### config.mk
export PLATFORM = sky130hd
export DESIGN_NAME = scsi_cmd_sequencer
export DESIGN_NICKNAME = d
export VERILOG_FILES = /design/src/rtl/cmdseq_pkg.sv /design/src/rtl/cmdseq_decode.sv /design/src/rtl/cmdseq_delay.sv /design/src/rtl/cmdseq_regs.sv /design/src/rtl/scsi_cmd_sequencer.sv
export SDC_FILE = /design/constraint.sdc
export NUM_CORES = 1
export LEC_CHECK = 0
export BUFFER_PORTS_ARGS = -buffer_cell sky130_fd_sc_hd__buf_2
export CORE_AREA = 2 2 76 78
export DETAILED_ROUTE_END_ITERATION = 7
export DIE_AREA = 0 0 78 80
export GPL_ROUTABILITY_DRIVEN = 1
export HOLD_SLACK_MARGIN = 0.08
export PLACE_DENSITY = 0.93
export RECOVER_POWER = 100
export SYNTH_ARGS = -nofsm -noshare
export SYNTH_HDL_FRONTEND = slang
export SYNTH_SLANG_ARGS = --single-unit
### constraint.sdc
create_clock -name clk -period 7.95 [get_ports clk]
set_clock_uncertainty 0.2 [all_clocks]
set_input_delay 2.385 -clock clk [delete_from_list [all_inputs] [get_ports clk]]
set_output_delay 2.385 -clock clk [all_outputs]
set_load 0.005 [all_outputs]
### src/rtl/cmdseq_pkg.sv
// Package: shared command codes, status codes, bus phases and the decoded
// action type for the command sequencer. Assumes 7-bit command codes.
package cmdseq_pkg;

    localparam logic [6:0] OP_RESET      = 7'h00;
    localparam logic [6:0] OP_ABORT      = 7'h01;
    localparam logic [6:0] OP_NEGATE_ACK = 7'h03;
    localparam logic [6:0] OP_DISCONNECT = 7'h04;
    localparam logic [6:0] OP_SELECT_ATN = 7'h06;
    localparam logic [6:0] OP_SELECT     = 7'h07;

    localparam logic [7:0] ST_RESET      = 8'h00;
    localparam logic [7:0] ST_RESET_ADV  = 8'h01;
    localparam logic [7:0] ST_SELECTED   = 8'h11;
    localparam logic [7:0] ST_ABORTED    = 8'h28;
    localparam logic [7:0] ST_BAD_CMD    = 8'h40;
    localparam logic [7:0] ST_NO_TARGET  = 8'h42;
    localparam logic [7:0] ST_SERVICE    = 8'h88;

    localparam logic [2:0] PH_COMMAND = 3'd2;
    localparam logic [2:0] PH_MSG_OUT = 3'd6;

    localparam int AUX_INT  = 7;
    localparam int AUX_BUSY = 5;
    localparam int AUX_CIP  = 4;
    localparam int AUX_DBR  = 0;

    typedef enum logic [1:0] {
        ACT_TIMED   = 2'd0,
        ACT_RELEASE = 2'd1,
        ACT_SELECT  = 2'd2,
        ACT_CLEAR   = 2'd3
    } cmd_action_e;

endpackage

### src/rtl/cmdseq_decode.sv
// Command decoder: maps a command code to an action class, the completion
// code to post later and, for selects, the next bus phase. Purely combinational;
// assumes the caller supplies the current advanced flag and target response.
module cmdseq_decode
    import cmdseq_pkg::*;
(
    input  logic [6:0]  code,
    input  logic        adv_flag,
    input  logic        tgt_hit,
    output cmd_action_e action,
    output logic [7:0]  done_code,
    output logic [2:0]  next_phase
);

    // Classify the command and choose its completion code.
    always_comb begin
        action     = ACT_TIMED;
        done_code  = ST_BAD_CMD;
        next_phase = PH_COMMAND;
        case (code)
            OP_RESET: begin
                action    = ACT_CLEAR;
                done_code = adv_flag ? ST_RESET_ADV : ST_RESET;
            end
            OP_ABORT: begin
                done_code = ST_ABORTED;
            end
            OP_NEGATE_ACK, OP_DISCONNECT: begin
                action    = ACT_RELEASE;
                done_code = ST_RESET;
            end
            OP_SELECT_ATN, OP_SELECT: begin
                action     = ACT_SELECT;
                done_code  = tgt_hit ? ST_SELECTED : ST_NO_TARGET;
                next_phase = (code == OP_SELECT_ATN) ? PH_MSG_OUT : PH_COMMAND;
            end
            default: begin
                done_code = ST_BAD_CMD;
            end
        endcase
    end

endmodule

### src/rtl/cmdseq_delay.sv
// One-shot delay timer: arming loads DELAY, and fire is high during the
// cycle before the DELAY-th edge after arming. Cancel drops a pending shot.
// Assumes DELAY >= 1; arming takes priority over cancel.
module cmdseq_delay #(
    parameter int unsigned DELAY = 125
) (
    input  logic clk,
    input  logic rst_n,
    input  logic arm,
    input  logic cancel,
    output logic fire
);

    localparam int CW = $clog2(DELAY + 1);

    logic [CW-1:0] remain;
    logic          active;

    // Expiry: the last counted cycle of an armed shot.
    assign fire = active && (remain == CW'(1));

    // Countdown with arm, cancel and expiry.
    always_ff @(posedge clk) begin
        if (!rst_n) begin
            active <= 1'b0;
            remain <= '0;
        end else if (arm) begin
            active <= 1'b1;
            remain <= CW'(DELAY);
        end else if (cancel || fire) begin
            active <= 1'b0;
        end else if (active) begin
            remain <= remain - CW'(1);
        end
    end

endmodule

### src/rtl/cmdseq_regs.sv
// Configuration store: advanced flag, destination ID and a byte-written
// transfer count. A clear request wipes all of them and wins over a write.
module cmdseq_regs #(
    parameter int ID_W      = 3,
    parameter int CNT_BYTES = 3
) (
    input  logic                   clk,
    input  logic                   rst_n,
    input  logic                   we,
    input  logic [2:0]             addr,
    input  logic [7:0]             wdata,
    input  logic                   clear,
    output logic                   adv_flag,
    output logic [ID_W-1:0]        dest_id,
    output logic [8*CNT_BYTES-1:0] xfer_cnt
);

    localparam logic [2:0] A_FLAG = 3'd0;
    localparam logic [2:0] A_DEST = 3'd1;
    localparam int         A_CNT0 = 2;

    // Flag and destination registers.
    always_ff @(posedge clk) begin
        if (!rst_n || clear) begin
            adv_flag <= 1'b0;
            dest_id  <= '0;
        end else if (we) begin
            if (addr == A_FLAG) adv_flag <= wdata[3];
            if (addr == A_DEST) dest_id  <= wdata[ID_W-1:0];
        end
    end

    // One byte lane of the transfer count per generate step.
    for (genvar b = 0; b < CNT_BYTES; b++) begin : g_cnt
        always_ff @(posedge clk) begin
            if (!rst_n || clear) begin
                xfer_cnt[8*b +: 8] <= 8'h00;
            end else if (we && (addr == 3'(A_CNT0 + b))) begin
                xfer_cnt[8*b +: 8] <= wdata;
            end
        end
    end

endmodule

### src/rtl/scsi_cmd_sequencer.sv
// Command sequencer top: decodes strobed commands, applies their immediate
// effects, and posts delayed completion and service-request status with an
// interrupt. Assumes SVC_DLY > DONE_DLY >= 1 and one-cycle command strobes.
module scsi_cmd_sequencer
    import cmdseq_pkg::*;
#(
    parameter int unsigned DONE_DLY = 125,
    parameter int unsigned SVC_DLY  = 6250,
    parameter int          ID_W     = 3,
    parameter int          CNT_BYTES = 3
) (
    input  logic                   clk,
    input  logic                   rst_n,
    input  logic                   cfg_we,
    input  logic [2:0]             cfg_addr,
    input  logic [7:0]             cfg_wdata,
    input  logic                   cmd_valid,
    input  logic [6:0]             cmd_code,
    input  logic [(1<<ID_W)-1:0]   target_present,
    input  logic                   status_ack,
    output logic [7:0]             scsi_status,
    output logic [7:0]             aux_status,
    output logic                   irq,
    output logic [2:0]             bus_phase
);

    localparam int CNT_W = 8 * CNT_BYTES;

    cmd_action_e       action;
    logic [7:0]        dec_code;
    logic [2:0]        dec_phase;
    logic [7:0]        pend_code;
    logic              adv_flag;
    logic [ID_W-1:0]   dest_id;
    logic [CNT_W-1:0]  xfer_cnt;
    logic              tgt_hit;
    logic              done_fire;
    logic              svc_fire;
    logic              arm_done;
    logic              arm_svc;
    logic              post_now;
    logic [7:0]        post_code;

    assign tgt_hit = target_present[dest_id];

    cmdseq_regs #(.ID_W(ID_W), .CNT_BYTES(CNT_BYTES)) u_regs (
        .clk      (clk),
        .rst_n    (rst_n),
        .we       (cfg_we),
        .addr     (cfg_addr),
        .wdata    (cfg_wdata),
        .clear    (cmd_valid && (action == ACT_CLEAR)),
        .adv_flag (adv_flag),
        .dest_id  (dest_id),
        .xfer_cnt (xfer_cnt)
    );

    cmdseq_decode u_dec (
        .code       (cmd_code),
        .adv_flag   (adv_flag),
        .tgt_hit    (tgt_hit),
        .action     (action),
        .done_code  (dec_code),
        .next_phase (dec_phase)
    );

    // Timers are armed by every command except the bus-release pair.
    assign arm_done = cmd_valid && (action != ACT_RELEASE);
    assign arm_svc  = cmd_valid && (action == ACT_SELECT) && tgt_hit;

    cmdseq_delay #(.DELAY(DONE_DLY)) u_done_tmr (
        .clk    (clk),
        .rst_n  (rst_n),
        .arm    (arm_done),
        .cancel (cmd_valid),
        .fire   (done_fire)
    );

    cmdseq_delay #(.DELAY(SVC_DLY)) u_svc_tmr (
        .clk    (clk),
        .rst_n  (rst_n),
        .arm    (arm_svc),
        .cancel (cmd_valid),
        .fire   (svc_fire)
    );

    // A posting happens on timer expiry unless a new command supersedes it.
    assign post_now  = !cmd_valid && (done_fire || svc_fire);
    assign post_code = done_fire ? pend_code : (ST_SERVICE | {5'b0, bus_phase});

    // Status, flags, phase and interrupt state.
    always_ff @(posedge clk) begin
        if (!rst_n) begin
            scsi_status <= 8'h00;
            aux_status  <= 8'h00;
            irq         <= 1'b0;
            bus_phase   <= 3'd0;
            pend_code   <= 8'h00;
        end else begin
            if (status_ack && !post_now) begin
                aux_status[AUX_INT] <= 1'b0;
                irq                 <= 1'b0;
            end
            if (cmd_valid) begin
                case (action)
                    ACT_CLEAR: begin
                        scsi_status <= 8'h00;
                        aux_status  <= 8'h00;
                        aux_status[AUX_CIP] <= 1'b1;
                        irq         <= 1'b0;
                        bus_phase   <= 3'd0;
                        pend_code   <= dec_code;
                    end
                    ACT_RELEASE: begin
                        aux_status[AUX_BUSY] <= 1'b0;
                        aux_status[AUX_CIP]  <= 1'b0;
                    end
                    ACT_SELECT: begin
                        aux_status[AUX_BUSY] <= 1'b1;
                        aux_status[AUX_CIP]  <= 1'b1;
                        pend_code            <= dec_code;
                        if (tgt_hit) bus_phase <= dec_phase;
                    end
                    default: begin
                        aux_status[AUX_CIP] <= 1'b1;
                        pend_code           <= dec_code;
                    end
                endcase
            end else if (post_now) begin
                scsi_status          <= post_code;
                aux_status[AUX_INT]  <= 1'b1;
                aux_status[AUX_BUSY] <= 1'b0;
                aux_status[AUX_CIP]  <= 1'b0;
                aux_status[AUX_DBR]  <= |xfer_cnt;
                irq                  <= 1'b1;
            end
        end
    end

endmodule

==> results of run 1 <==
-- metal layers --
layer  GRT usage  vias to the layer above
met5           0                        -
met4       0.116                        0
met2       0.424                      123
met3      0.0871                       17
li1            -                     1360
met1       0.302                     1321
-- layout make-up --
| type | count | area share |
|---|---|---|
| flip-flops and latches | 70 | 0.388 |
| repair buffers | 46 | 0.0606 |
| multi-input cells | 255 | 0.455 |
| well taps | 72 | 0.0249 |
| clock buffers | 10 | 0.0353 |
| clock inverters | 6 | 0.0260 |
| inverters | 10 | 0.0104 |
-- sequential cells by signal (all words and copies together), names as in the netlist --
register / cells
u_done_tmr.remain: 7
u_regs.adv_flag: 1
u_svc_tmr.active: 1
u_svc_tmr.remain: 13
u_regs.dest_id: 3
bus_phase: 2
scsi_status: 8
pend_code: 5
irq: 1
u_done_tmr.active: 1
u_regs.xfer_cnt: 24
aux_status: 4
-- power by group through the flow --
stage	Clock (W)	Sequential, W	Combinational [W]
after floorplan	0	0.000371	0.0000375
after global placement	0	0.000372	0.0000535
after detailed placement	0	0.000372	0.0000554
after CTS	0.000324	0.000364	0.0000561
after global routing	0.000340	0.000365	0.0000626
final	0.000319	0.000365	0.0000561
-- worst paths after layout --
| path | to | slack, ns | cells after the start | start |
|---|---|---|---|---|
| max | scsi_status[4] | 2.61 | 6 | cmd_valid |
| min | u_regs.xfer_cnt[11] | 0.26 | 2 | u_regs.xfer_cnt[11] |
| max reg2reg | scsi_status[4] | 5.31 | 6 | u_svc_tmr.remain[1] |
| min reg2reg | u_regs.xfer_cnt[11] | 0.26 | 2 | u_regs.xfer_cnt[11] |
-- stage by stage --
stage | power (W) | cells | cell area (um2) | hold WS [ns] | util
2_1_floorplan | 0.000408 | 355 | 3180 | 0.234 | -
3_3_place_gp | 0.000425 | 453 | 3420 | 0.242 | 0.632
3_5_place_dp | 0.000428 | 453 | 3420 | 0.244 | 0.632
4_1_cts | 0.000744 | 469 | 3640 | 0.261 | 0.673
5_1_grt | 0.000768 | 469 | 3610 | 0.288 | 0.669
6_report | 0.000740 | 469 | 3610 | 0.261 | 0.669
-- cells by family after synthesis --
| logic type | after synthesis | share of synthesized area |
|---|---|---|
| AND/OR/NAND/NOR | 133 | 0.231 |
| other | 1 | 0.00118 |
| multiplexers | 18 | 0.0656 |
| flip-flops | 70 | 0.443 |
| AO/OA/AOI/OAI | 88 | 0.181 |
| buffers and inverters | 30 | 0.0442 |
| XOR/XNOR | 7 | 0.0194 |
| adder cells (fa/ha/maj) | 4 | 0.0158 |
-- worst min-delay path: stages (launching register included) --
cell and delay (ns):
sky130_fd_sc_hd__dfxtp_1 0.32, sky130_fd_sc_hd__nand2_1 0.05, sky130_fd_sc_hd__a21oi_1 0.05
-- cell usage after synthesis, types with 3 or more instances --
library cell	n	area, um2
sky130_fd_sc_hd__dfxtp_1	70	1400
sky130_fd_sc_hd__nand2_1	40	150
sky130_fd_sc_hd__a21oi_1	36	180
sky130_fd_sc_hd__nor2_1	24	90.1
sky130_fd_sc_hd__mux2i_1	14	140
sky130_fd_sc_hd__clkbuf_1	13	48.8
sky130_fd_sc_hd__o21ai_0	11	55.1
sky130_fd_sc_hd__nor4_1	10	62.6
sky130_fd_sc_hd__inv_1	9	33.8
sky130_fd_sc_hd__a22o_1	6	52.6
sky130_fd_sc_hd__o31ai_1	6	45.0
sky130_fd_sc_hd__or4_1	6	45.0
sky130_fd_sc_hd__and3_1	5	31.3
sky130_fd_sc_hd__buf_4	5	37.5
sky130_fd_sc_hd__o211ai_1	5	37.5
sky130_fd_sc_hd__or3_1	5	31.3
sky130_fd_sc_hd__xor2_1	5	43.8
sky130_fd_sc_hd__a31oi_1	4	25.0
sky130_fd_sc_hd__ha_1	4	50.1
sky130_fd_sc_hd__nand2b_1	4	25.0
sky130_fd_sc_hd__nand3_1	4	20.0
sky130_fd_sc_hd__nand4_1	4	25.0
sky130_fd_sc_hd__nor3_1	4	20.0
sky130_fd_sc_hd__o21a_1	4	30.0
sky130_fd_sc_hd__and3b_1	3	26.3
sky130_fd_sc_hd__nor2b_1	3	18.8
sky130_fd_sc_hd__nor3b_1	3	22.5
sky130_fd_sc_hd__o2bb2ai_1	3	26.3
==> metrics list, run 1 <==
- Result of the run: finished clean
- The slowest stage of the critical path is the sky130_fd_sc_hd__clkbuf_1 cell.
* Number of inserted diodes: 0
- Compared with the post-synthesis result, the final layout area differs by 14.1%.
* Uppermost signal routing layer after detailed routing: met4
* Placeable core region: 0.00541 mm2
* Horizontal die dimension: 78 um
* Critical path start-end classification: in -> reg
- TritonCTS built the clock tree.
* Storage cell area: 0.00140 mm2
* Number of placement rows: 27
- For the pin with the worst max-slew slack, the measured transition is 1.42 ns.
- Post-route DRC violation count: 0
- The first global-routing pass estimated 12400 um of wire.
- The number of global-route vias before repair was 2743.
- Max-cap violations in this run came to 0.
* Share of post-route cells with drive strength above 1: 0.161
* Final worst path period need: 5.34 ns
- NetSw: 0.000181 W
- Number of top-level pins: 51
* Residual antenna-violating net count after detailed routing: 0
- Detailed-router iteration count before antenna repair: 5
* Die span in y: 80 um
* Buffers & Inverters on Critical Path: 2
- Met3 wirelength from detailed routing: 475 um
- STA classifies the critical path endpoint as a register.
- Clock Pin Slew Worst Setup and Hold Paths: 0.08 ns
- OpenSTA, run right after detailed placement, puts the worst setup slack at 3.49 ns.
- STA puts the critical path data required time at 7.99 ns.
* RSZ-0062 raised after global routing: false
* Total met2 wirelength after detailed routing: 3610 um
- In the final timing run, aggregate negative setup slack is 0 ns.
- GRT Resource Usage Total: 0.256
* CTS hold repair buffers: 0
- Drt initial violations: 266
- In the synthesized netlist the async set-or-reset flop fraction comes to 0.
- Counting flops and latches in the post-synthesis netlist gives 70.
* Number of pins with negative max-slew slack in the final report: 0
- The number of different library cells used by synthesis comes to 62.
- At the later pin of the worst-skew pair, clock insertion delay measures 0.35 ns.
- The critical path goes through clkbuf_1 -> or3b_2 -> o31ai_4 -> clkbuf_1 -> a221oi_1 -> a22o_1.
* Part of the Yosys area used for sequential elements: 0.443
- Cell area after synthesis: 0.00317 mm2
* Power Internal: 0.000559 W
* Remaining global-route overflow: 0
* Most common flop cell mapped by yosys: sky130_fd_sc_hd__dfxtp_1
- Final hold viol count: 0
- Total length of routed wires: 7450 um
- The die covers 0.00624 mm2.
* Count of flip-flops with a built-in enable after synthesis: 0
- Rel. slew slack: 0.0565
- Summed over all nets, the half-perimeter wirelength after detailed placement is 5160 um.
- Highest attainable clock frequency: 187 MHz
- Pin count of the biggest net entering global routing: 33
* Number of clock buffers inserted by TritonCTS: 9
* DR vias/cell: 6.01
* Antenna violations before repair: 0
* Number of filler cells placed in the layout: 435
- For this configuration, the core starts out at a cell density of 0.586.
* Peak per-stage delay on the critical path: 1.05 ns
- VDD IR-drop max: 0.000135 V
- The multi-input combinational cells in the finished layout cover a total of 0.00164 mm2.
- The worst hold path belongs to the class reg -> reg.
- The share of total power dissipated in the clock network is 0.432.
* Switching power as a share of total power: 0.245
- Most frequent CP cell: sky130_fd_sc_hd__clkbuf_1
- Dividing the synthesized area by the synthesized cell count gives 9.02 um2.
- Number of warnings issued by yosys: 0
- The library cell used most frequently in the layout, excluding fill and tap cells, is sky130_fd_sc_hd__dfxtp_1.
* Register share of total power: 0.493
- Combinational Power Share: 0.076
- Clock tree synthesis selected as its root buffer the cell sky130_fd_sc_hd__clkbuf_8.
- Final RePlAce weighted congestion: 0.853
* Routed length per instance: 15.9 um
- Across all layers, the routed design uses 2821 vias.
- In this run the number of H-tree levels came out at 3.
* Category of the worst setup path launch point: input port
- Highest fanout seen on the critical path: 32
- Number of endpoints failing setup at the final stage: 0
- Post-route setup slack: 2.61 ns
* Net count reported at finish: 427
- The cell count after synthesis came out at 351.
- Post-CTS timing repair inserted 0 buffers for setup.
- At the worst endpoint, the arrival time is 5.38 ns.
- The top cell types in the final layout, fill and taps aside, are 70 x sky130_fd_sc_hd__dfxtp_1, 40 x sky130_fd_sc_hd__nand2_1, 37 x sky130_fd_sc_hd__buf_2.
- Standby leakage power: 1.37 nW
* CTS sink cnt: 70
* Count of input and output buffers: 45
* Share of the clock period used by the worst path after layout: 0.671
* Buffer levels on the longest clock path: 2
- Gates resized, CTS repair: 0
- Broken down by cell family, the worst path's largest delay share belongs to buffers and inverters.
- Dividing total power by cell area gives a power density of 205 mW/mm2.
* M1 WL: 3200 um
Note: power is estimated with default switching activity, not from simulation.
==> inputs of run 2 (changes only) <==
--- a/config.mk
+++ b/config.mk
@@ -6,12 +6,12 @@
 export NUM_CORES = 1
 export LEC_CHECK = 0
 export BUFFER_PORTS_ARGS = -buffer_cell sky130_fd_sc_hd__buf_2
-export CORE_AREA = 2 2 76 78
+export CORE_AREA = 2 2 79 81
 export DETAILED_ROUTE_END_ITERATION = 7
-export DIE_AREA = 0 0 78 80
+export DIE_AREA = 0 0 81 83
 export GPL_ROUTABILITY_DRIVEN = 1
 export HOLD_SLACK_MARGIN = 0.08
-export PLACE_DENSITY = 0.93
+export PLACE_DENSITY = 0.88
 export RECOVER_POWER = 100
 export SYNTH_ARGS = -nofsm -noshare
 export SYNTH_HDL_FRONTEND = slang
==> constraint.sdc (replaced) <==
create_clock -name clk -period 5.58 [get_ports clk]
set_clock_uncertainty 0.2 [all_clocks]
set_input_delay 1.674 -clock clk [delete_from_list [all_inputs] [get_ports clk]]
set_output_delay 1.674 -clock clk [all_outputs]
set_load 0.005 [all_outputs]
==> run 2 against run 1 <==
  * Core utilization shrank 4.8 points
  * Final cell count rose by 0.64%
  * Routed wire length shrank 1.4%
  * First-iteration DRC count down 21%
  * Non-clock buffer count unchanged
==> metrics list, run 2 (synthesis results as in run 1) <==
- After filler insertion, the fill cell instance count of the layout stands at 512.
- Detailed-router iteration count before antenna repair: 4
- After global routing the overflow that remains totals 0.
- Post-CTS setup repair buffer count: 0
- Share of the clock period used by the worst path after layout: 0.758
* Buffer cell driving the clock tree root: sky130_fd_sc_hd__clkbuf_8
* Horizontal die dimension: 81 um
* Endpoint of the worst-slack reg-to-reg timing path: scsi_status[2]
- Wires add up to 7350 um.
- Gates resized, CTS repair: 0
- The worst register-to-register path begins at u_svc_tmr.remain[1].
* Sum of negative setup slack: 0 ns
- The worst path meets setup with 1.35 ns of slack.
- Via count of the first global-routing pass: 2624
- With fillers left out, the area of the finished cells amounts to 0.00361 mm2.
- Category of the worst setup path launch point: input port
- Number of placement rows: 28
- Critical path launch point: cmd_valid
- Drt initial violations: 211
* Area after DPL: 0.00342 mm2
- Overall power consumption after layout is estimated at 0.00103 W.
- Across the VDD grid, the largest voltage drop is 0.000149 V.
* Pin count of the biggest net entering global routing: 33
* Layout Area Growth over Synthesis: 13.9%
- The number of cells on the worst reg-to-reg path is 6.
- In the global route stage, overall resource usage came out at 0.233.
- Along the worst path, the maximum fanout reaches 32.
- The worst hold path was traced through 2 stages.
- Placeable core region: 0.00582 mm2
* RSZ-0062 raised after global routing: false
- Routed length per instance: 15.6 um
* Number of top-level pins: 51
- Rel. slew slack: 0.0654
* Share of post-route cells with drive strength above 1: 0.166
* Commonest cells after routing, fill and taps aside: 70 x sky130_fd_sc_hd__dfxtp_1, 40 x sky130_fd_sc_hd__nand2_1, 38 x sky130_fd_sc_hd__buf_2
- The register with the most flip-flops in the layout has 24 of them.
- Clock Pin Slew Worst Setup and Hold Paths: 0.08 ns
- Effective utilization at floorplan: 0.545
- The worst path in the final design needs a cycle of 4.23 ns, including I/O delays and setup.
- Leading registers by flop count: u_regs.xfer_cnt (24), u_svc_tmr.remain (13), scsi_status (8)
- Antenna violations before repair: 0
- Arrival @ worst endpoint: 4.27 ns
- Number of endpoints failing setup at the final stage: 0
* Die span in y: 83 um
- The first global-routing pass estimated 12300 um of wire.
* Count of input and output buffers: 45
- For this run, design rule violations remaining after detail routing come to 0.
- Number of vias after detailed routing: 2808
- CTS hold repair buffers: 0
- Worst min-delay path category: reg -> reg
- The critical path in this run is classified as in -> reg.
- Clk Latency, worst-skew pair: 0.34 ns
- STA puts the critical path data required time at 5.62 ns.
* Final hold viol count: 0
* Number of inserted diodes: 0
* Cell area power density: 285 mW/mm2
- TritonCTS built the clock tree.
* Critical path endpoint category: register
* Register bank with the most flops: u_regs.xfer_cnt
- The total count of max-transition violations in the final report was 0.
* Worst setup timing slack at the placement stage: 1.82 ns
- Counting every sink on the clock net gives 70.
- Counting the buffers created by CTS gives 9.
- CTS built an H-tree with a depth of 3.
- Total of max-cap violations: 0
* Commonest non-fill, non-tap cell in the layout: sky130_fd_sc_hd__dfxtp_1
- Setup slack on the worst reg-to-reg path comes out at 3.10 ns.
* DR vias/cell: 5.95
* Standby leakage power: 1.37 nW
- Result of the run: finished clean
- Buffer levels on the longest clock path: 2
- Final RePlAce weighted congestion: 0.924
- The worst hold path begins at u_regs.xfer_cnt[17].
- Residual antenna-violating net count after detailed routing: 0
- Die outline area: 0.00672 mm2
- Highest attainable clock frequency: 236 MHz
- For hold timing, the worst endpoint is u_regs.xfer_cnt[17].
- For the pin with the worst max-slew slack, the measured transition is 1.40 ns.
- Net count reported at finish: 427
- HPWL reported at the end of detailed placement: 5140 um
[run 2: changes by cell type in the layout (fill, tap and decap cells not counted)]
| cell | delta |
|---|---|
| sky130_fd_sc_hd__buf_2 | +1 |
| sky130_fd_sc_hd__bufinv_16 | -1 |
| sky130_fd_sc_hd__clkinvlp_4 | +1 |
| sky130_fd_sc_hd__o31ai_1 | +1 |
| sky130_fd_sc_hd__o31ai_4 | -1 |
| sky130_fd_sc_hd__inv_6 | -1 |
| sky130_fd_sc_hd__a221oi_2 | +1 |
| sky130_fd_sc_hd__clkinv_4 | -1 |
| sky130_fd_sc_hd__clkbuf_8 | +3 |
| sky130_fd_sc_hd__clkbuf_1 | -1 |
| sky130_fd_sc_hd__a221oi_1 | -1 |
| sky130_fd_sc_hd__buf_1 | -1 |
[run 2: area by class of cell]
cell class | instances | area [um2] | share of cell area
clock inverters | 4 | 53.8 | 0.0149
flip-flops and latches | 70 | 1400 | 0.388
repair buffers | 46 | 220 | 0.0610
clock buffers | 12 | 165 | 0.0458
multi-input cells | 255 | 1640 | 0.454
well taps | 75 | 93.8 | 0.0260
inverters | 10 | 37.5 | 0.0104
[run 2: metrics by stage]
step | std cells | utilization | hold WS [ns]
6_report | 472 | 0.620 | 0.257
5_1_grt | 472 | 0.620 | 0.282
4_1_cts | 472 | 0.626 | 0.259
3_5_place_dp | 456 | 0.588 | 0.248
3_3_place_gp | 456 | 0.588 | 0.238
2_1_floorplan | 355 | - | 0.234
[run 2: critical path, stage by stage]
cell                       delay (ns)
sky130_fd_sc_hd__buf_2           0.21
sky130_fd_sc_hd__or3b_2          0.53
sky130_fd_sc_hd__o31ai_1         0.23
sky130_fd_sc_hd__clkbuf_1        1.05
sky130_fd_sc_hd__a221oi_2        0.23
sky130_fd_sc_hd__a22o_1          0.32
[run 2: power by group]
part | switching, W | leakage [nW] | total, W | internal, W
Sequential | 0.00000918 | 0.568 | 0.000519 | 0.000510
Combinational | 0.0000476 | 0.698 | 0.0000787 | 0.0000311
Clock | 0.000187 | 0.105 | 0.000430 | 0.000244
[run 2: worst max-delay path by stage]
stage | to | cells after the start
global placement | scsi_status[5] | 6
global route | scsi_status[6] | 6
finish | scsi_status[2] | 6
floorplan | u_svc_tmr.remain[9] | 5
detailed placement | scsi_status[2] | 6
CTS | u_svc_tmr.remain[5] | 5
[run 2: metal layers]
metal	vias to the layer above	GRT usage	part of all wire	wire (um)
met1	1314	0.292	0.43	3120
met4	0	0.126	0.036	267
met5	-	0	0	0
met3	20	0.0467	0.054	400
li1	1370	-	-	-
met2	104	0.370	0.48	3560
